`src/rtl/xpc_pkg.sv`:
```
package xpc_pkg;

    // command field values (low bits of a code whose top bit is set)
    localparam logic [2:0] OP_GROUND  = 3'b000;
    localparam logic [2:0] OP_RSVD_A  = 3'b001;
    localparam logic [2:0] OP_RSVD_B  = 3'b010;
    localparam logic [2:0] OP_OFF_ONE = 3'b011;
    localparam logic [2:0] OP_ON_ONE  = 3'b100;
    localparam logic [2:0] OP_OFF_ALL = 3'b101;
    localparam logic [2:0] OP_ON_ALL  = 3'b110;
    localparam logic [2:0] OP_SW_LAT  = 3'b111;

    typedef struct packed {
        logic route;     // stage a channel select
        logic ground;    // set staged ground flag
        logic off_one;
        logic on_one;
        logic off_all;
        logic on_all;
        logic sw_latch;  // software latch request
        logic cmd_load;  // command forces a live-rank load
    } xpc_op_t;

endpackage

```
`src/rtl/xpc_sync.sv`:
```
module xpc_sync #(
    parameter int STAGES = 2
) (
    input  logic clk,
    input  logic rst_n,
    input  logic async_in,
    output logic level,
    output logic rise
);
    logic [STAGES-1:0] sh_d, sh_q;
    logic              prev_d, prev_q;

    always_comb begin
        sh_d   = {sh_q[STAGES-2:0], async_in};
        prev_d = sh_q[STAGES-1];
    end

    always_ff @(posedge clk or negedge rst_n) begin
        if (!rst_n) begin
            sh_q   <= '0;
            prev_q <= 1'b0;
        end else begin
            sh_q   <= sh_d;
            prev_q <= prev_d;
        end
    end

    assign level = sh_q[STAGES-1];
    assign rise  = sh_q[STAGES-1] & ~prev_q;
endmodule

```
`src/rtl/xpc_decode.sv`:
```
module xpc_decode #(
    parameter int SEL_W = 3
) (
    input  logic             fire,
    input  logic [SEL_W:0]   code,
    output xpc_pkg::xpc_op_t op
);
    import xpc_pkg::*;

    logic [SEL_W-1:0] field;
    assign field = code[SEL_W-1:0];

    always_comb begin
        op = '0;
        if (fire) begin
            if (!code[SEL_W]) begin
                op.route = 1'b1;
            end else begin
                unique case (field)
                    SEL_W'(OP_GROUND):  op.ground = 1'b1;
                    SEL_W'(OP_OFF_ONE): begin op.off_one = 1'b1; op.cmd_load = 1'b1; end
                    SEL_W'(OP_ON_ONE):  begin op.on_one  = 1'b1; op.cmd_load = 1'b1; end
                    SEL_W'(OP_OFF_ALL): begin op.off_all = 1'b1; op.cmd_load = 1'b1; end
                    SEL_W'(OP_ON_ALL):  begin op.on_all  = 1'b1; op.cmd_load = 1'b1; end
                    SEL_W'(OP_SW_LAT):  op.sw_latch = 1'b1;
                    default:            op = '0;   // reserved codes
                endcase
            end
        end
    end
endmodule

```
`src/rtl/xpc_ranks.sv`:
```
module xpc_ranks #(
    parameter int N_OUT  = 8,
    parameter int SEL_W  = 3,
    parameter int ADDR_W = 3
) (
    input  logic                             clk,
    input  logic                             rst_n,
    input  xpc_pkg::xpc_op_t                 op,
    input  logic [ADDR_W-1:0]                addr,
    input  logic [SEL_W-1:0]                 chan,
    input  logic                             edge_mode,
    input  logic                             latch_lvl,
    input  logic                             latch_rise,
    output logic [N_OUT-1:0][SEL_W-1:0]      live_sel,
    output logic [N_OUT-1:0]                 live_gnd,
    output logic [N_OUT-1:0]                 live_en,
    output logic                             load
);
    typedef struct packed {
        logic [N_OUT-1:0][SEL_W-1:0] stg_sel;
        logic [N_OUT-1:0]            stg_gnd;
        logic [N_OUT-1:0][SEL_W-1:0] act_sel;
        logic [N_OUT-1:0]            act_gnd;
        logic [N_OUT-1:0]            en;
    } rank_st_t;

    rank_st_t st_d, st_q;

    always_comb begin
        st_d = st_q;
        load = op.cmd_load
             | (op.sw_latch & latch_lvl)
             | (edge_mode ? latch_rise : ~latch_lvl);

        if (op.route) begin
            st_d.stg_sel[addr] = chan;
            st_d.stg_gnd[addr] = 1'b0;
        end
        if (op.ground)  st_d.stg_gnd[addr] = 1'b1;
        if (op.off_one) st_d.en[addr] = 1'b0;
        if (op.on_one)  st_d.en[addr] = 1'b1;
        if (op.off_all) st_d.en = '0;
        if (op.on_all)  st_d.en = '1;

        if (load) begin
            st_d.act_sel = st_q.stg_sel;
            st_d.act_gnd = st_q.stg_gnd;
        end
    end

    always_ff @(posedge clk or negedge rst_n) begin
        if (!rst_n) st_q <= '0;
        else        st_q <= st_d;
    end

    assign live_sel = st_q.act_sel;
    assign live_gnd = st_q.act_gnd;
    assign live_en  = st_q.en;
endmodule

```
`src/rtl/xpoint_ctrl.sv`:
```
module xpoint_ctrl #(
    parameter int N_OUT       = 8,
    parameter int N_IN        = 8,
    parameter int SYNC_STAGES = 2,
    localparam int SEL_W  = $clog2(N_IN),
    localparam int ADDR_W = $clog2(N_OUT),
    localparam int CODE_W = SEL_W + 1
) (
    input  logic                    clk,
    input  logic                    rst_n,
    input  logic                    wr_strobe,
    input  logic                    cs_n,
    input  logic                    cs,
    input  logic [ADDR_W-1:0]       addr,
    input  logic [CODE_W-1:0]       code,
    input  logic                    latch_in,
    input  logic                    edge_mode,
    output logic [N_OUT*SEL_W-1:0]  route_sel,
    output logic [N_OUT-1:0]        route_gnd,
    output logic [N_OUT-1:0]        route_en
);
    logic             wr_lvl, wr_rise, lat_lvl, lat_rise;
    logic             wr_fire, load_w;
    xpc_pkg::xpc_op_t op_w;
    logic [N_OUT-1:0][SEL_W-1:0] sel_w;

    xpc_sync #(.STAGES(SYNC_STAGES)) u_wr_sync (
        .clk(clk), .rst_n(rst_n), .async_in(wr_strobe),
        .level(wr_lvl), .rise(wr_rise)
    );

    xpc_sync #(.STAGES(SYNC_STAGES)) u_lat_sync (
        .clk(clk), .rst_n(rst_n), .async_in(latch_in),
        .level(lat_lvl), .rise(lat_rise)
    );

    // both chip enables must be active at the strobe edge
    assign wr_fire = wr_rise & ~cs_n & cs;

    xpc_decode #(.SEL_W(SEL_W)) u_dec (
        .fire(wr_fire), .code(code), .op(op_w)
    );

    xpc_ranks #(.N_OUT(N_OUT), .SEL_W(SEL_W), .ADDR_W(ADDR_W)) u_ranks (
        .clk(clk), .rst_n(rst_n), .op(op_w), .addr(addr),
        .chan(code[SEL_W-1:0]), .edge_mode(edge_mode),
        .latch_lvl(lat_lvl), .latch_rise(lat_rise),
        .live_sel(sel_w), .live_gnd(route_gnd), .live_en(route_en),
        .load(load_w)
    );

    for (genvar i = 0; i < N_OUT; i++) begin : g_flat
        assign route_sel[i*SEL_W +: SEL_W] = sel_w[i];
    end

    logic unused_w;
    assign unused_w = wr_lvl;
endmodule

```
`config.mk`:
```
export PLATFORM = sky130hd
export DESIGN_NAME = xpoint_ctrl
export DESIGN_NICKNAME = d
export VERILOG_FILES = /design/src/rtl/xpc_pkg.sv /design/src/rtl/xpc_sync.sv /design/src/rtl/xpc_decode.sv /design/src/rtl/xpc_ranks.sv /design/src/rtl/xpoint_ctrl.sv
export SDC_FILE = /design/constraint.sdc
export NUM_CORES = 1
export LEC_CHECK = 0
export ABC_AREA = 1
export CORE_MARGIN = 3
export CORE_UTILIZATION = 57
export CTS_BUF_LIST = sky130_fd_sc_hd__clkbuf_4 sky130_fd_sc_hd__clkbuf_8
export DETAILED_ROUTE_END_ITERATION = 10
export DONT_BUFFER_PORTS = 1
export PLACE_DENSITY = 0.8
export SYNTH_ARGS = -nofsm -noshare
export SYNTH_HDL_FRONTEND = slang
export SYNTH_HIERARCHICAL = 1
export SYNTH_SLANG_ARGS = --single-unit
export TNS_END_PERCENT = 1
```
`constraint.sdc`:
```
create_clock -name clk -period 1.6 [get_ports clk]
set_clock_uncertainty 0.1 [all_clocks]
set_input_delay 0.32 -clock clk [delete_from_list [all_inputs] [get_ports clk]]
set_output_delay 0.32 -clock clk [all_outputs]
set_load 0.1 [all_outputs]
```
==> impl_metrics.tcl <==
set metrics [dict create \
    outcome "finished with violations" \
    failed_checks "hold timing, setup timing" \
    initialDrtViolationCount 200 \
    hold_buffers 2 \
    post_cts_buffers 0 \
    syn-num-nets 420 \
    drc 0 \
    p_per_area_nw_per_um2 1290 \
    cts.sinks 78 \
    numCtsBuffers 9 \
    r2r_start "u_wr_sync/prev_q" \
    critical_path_required_ps 1720 \
    max_cap_violations 0 \
    insertion_delay_ps 340 \
    post-place-cells 466 \
    yosysSeqAreaShare_pct 55.6 \
    dp_hpwl_um 4840 \
    dr.pass1.iters 4 \
    die-area_um2 7130 \
    vias_per_cell 5.33 \
    nNetsFinal 421 \
    ir_worst_vdd_uv 716 \
    rrSetupSlack_ps -90 \
    cts_tree "built" \
    grt_max_degree 79 \
    finalWirelength_um 7160 \
    grt_pass1_wl_um 12000 \
    min_path_type "in2async" \
    wl_met1_um 3020 \
    end_kind "flip-flop" \
    avgSynthCellArea_um2 8.64 \
    final_layout_size_suffix_gt1_share_pct 21.8 \
    finalCritPeriodShare_pct 106 \
    synth_warnings 6 \
    antenna_cells 0 \
    fin_ws_ps -91.6 \
    startpoint_type "flip-flop" \
    wl_met3_um 530 \
    start_util_pct 61.1 \
    syn_to_final_growth_pct 11.2 \
    io_pins 54 \
    synth.distinct_cells 19 \
    rows 27 \
    critPathCapture "u_ranks/live_en[5]" \
    first_global_vias 2520 \
    tightest_slew_ps 499 \
    gp_congestion 0.851 \
    slew_violations 0 \
    clockBufferDepth 2 \
    ys_ff_latch 78 \
    p_leak_nw 2.04 \
    via_count 2581 \
    critical_path.max_fanout 8 \
    rsz0062_at_grt "yes" \
    post-route-min-period_ps 1690 \
    synth_cells 406 \
    power.total_mw 5.05 \
    rr_worst_depth 11 \
    top_layer_used "met4" \
    wl_per_cell_um 14.8 \
    die_height_um 84.5 \
    synth_area_um2 3510 \
    die_w_um 84.5 \
    max_freq_mhz 591 \
    io_buffers 0 \
    htree_num_levels 3 \
    antenna_found_initial 0 \
    setup_viol 40 \
    hold_viol_final 78 \
    root_buffer "clkbuf_8" \
    final_cells 484 \
    core_area_um2 5740 \
    gr-usage-all-layers_pct 21.1 \
    rr_endpoint "u_ranks/live_en[5]" \
    grt_overflow 0 \
    clk_pin_slew_ps 80 \
    cp_data_arrival_time_ps 1820 \
    holdWs_ps -436 \
    startpoint "u_wr_sync/prev_q" \
    drtAntennaViolNets 0 \
    dr_wl_met2_um 3510 \
    crit_type "reg2reg" \
    slew_headroom_pct 66.7 \
]
logic make-up (layout without fill, tap and decap cells):
kind of cell / count (synthesis) / after routing / share of synthesized area [%]
simple gates: 227 / 227 / 27.9
flops: 78 / 78 / 55.6
buf+inv: 72 / 78 / 12.3
compound gates: 29 / 29 / 4.24
power by group:
| part | total (mW) | internal (mW) | switching, mW |
|---|---|---|---|
| logic | 1.05 | 0.216 | 0.831 |
| clock network | 1.67 | 0.964 | 0.711 |
| registers | 2.33 | 2.13 | 0.198 |
| total | 5.05 | 3.31 | 1.74 |
layout by cell type (no fill, tap or decap), types with 4 or more instances in the layout:
master and count:
nand2_1 147, dfrtp_1 71, nand3_1 44, buf_4 42, o21ai_0 17, inv_1 14, clkbuf_8 11, o21ai_1 10
nor2_1 8, nand4_1 7, dfrtp_2 7, nand2_2 6, nor3_2 4, nor2_2 4
cells in the mapped netlist, drive strengths merged:
library cell,count,area (µm²)
a21oi,2,13.8
buf,48,340
clkbuf,8,30.0
dfrtp,78,1950
inv,16,60.1
nand2,153,577
nand3,46,230
nand4,9,68.8
nor2,13,56.3
nor3,6,45.0
o21ai,27,135
layer usage:
layer  vias to the layer above  GRT usage, %
met3                         8          6.77
li1                       1262             -
met5                         -             0
met2                        65          34.6
met1                      1246          26.5
met4                         0          7.34
final cells by class:
type,instances,area (µm²)
fillers,468,1840
flip-flops and latches,78,1960
well taps,72,90.1
multi-input cells,256,1190
clock inverters,5,81.3
clock buffers,11,151
repair buffers,46,367
inverters,16,60.1
worst min path at each step:
stage / startpoint / endpoint / slack [ps]
floorplan: rst_n / u_lat_sync/prev_q / -80
detailed placement: rst_n / u_ranks/live_sel[1] / -70
global placement: rst_n / u_ranks/live_sel[1] / -70
finish: rst_n / u_ranks/live_sel[1] / -440
CTS: rst_n / u_ranks/live_sel[11] / -440
global route: rst_n / u_ranks/st_q[49] / -470
flip-flops by register name, indices dropped and copies added, names as in the netlist:
register,cells
u_wr_sync/sh_q,2
u_lat_sync/sh_q,2
u_ranks/live_sel,24
u_ranks/live_en,8
u_ranks/live_gnd,8
u_wr_sync/prev_q,1
u_ranks/st_q,32
u_lat_sync/prev_q,1
timing repair:
action	in CTS	in global routing
pin swaps	5	3
cloned	0	0
resized for setup	15	10
hold endpoints to repair	80	78
setup endpoints to repair	75	72
critical path, stage by stage (launching register included):
cell	delay [ps]
dfrtp_1	370
nor2_2	110
nand2_2	70
nor2_4	140
nand2_2	100
nor3_2	180
buf_4	180
nand4_1	110
nand2_1	70
nand2_1	50
nand2_1	50
nand2_1	50
stage by stage:
stage / instance area, µm² / worst slack, ps / util (%) / setup TNS [ps]
finish: 3900 / -91.6 / 68.0 / -2030
global placement: 3570 / -57.6 / 62.2 / -475
CTS: 3870 / -53.1 / 67.4 / -683
global route: 3900 / -301 / 68.0 / -10960
detailed placement: 3570 / -138 / 62.2 / -3740
floorplan: 3510 / -19.4 / - / -357
Note: power is estimated with default switching activity, not from simulation.
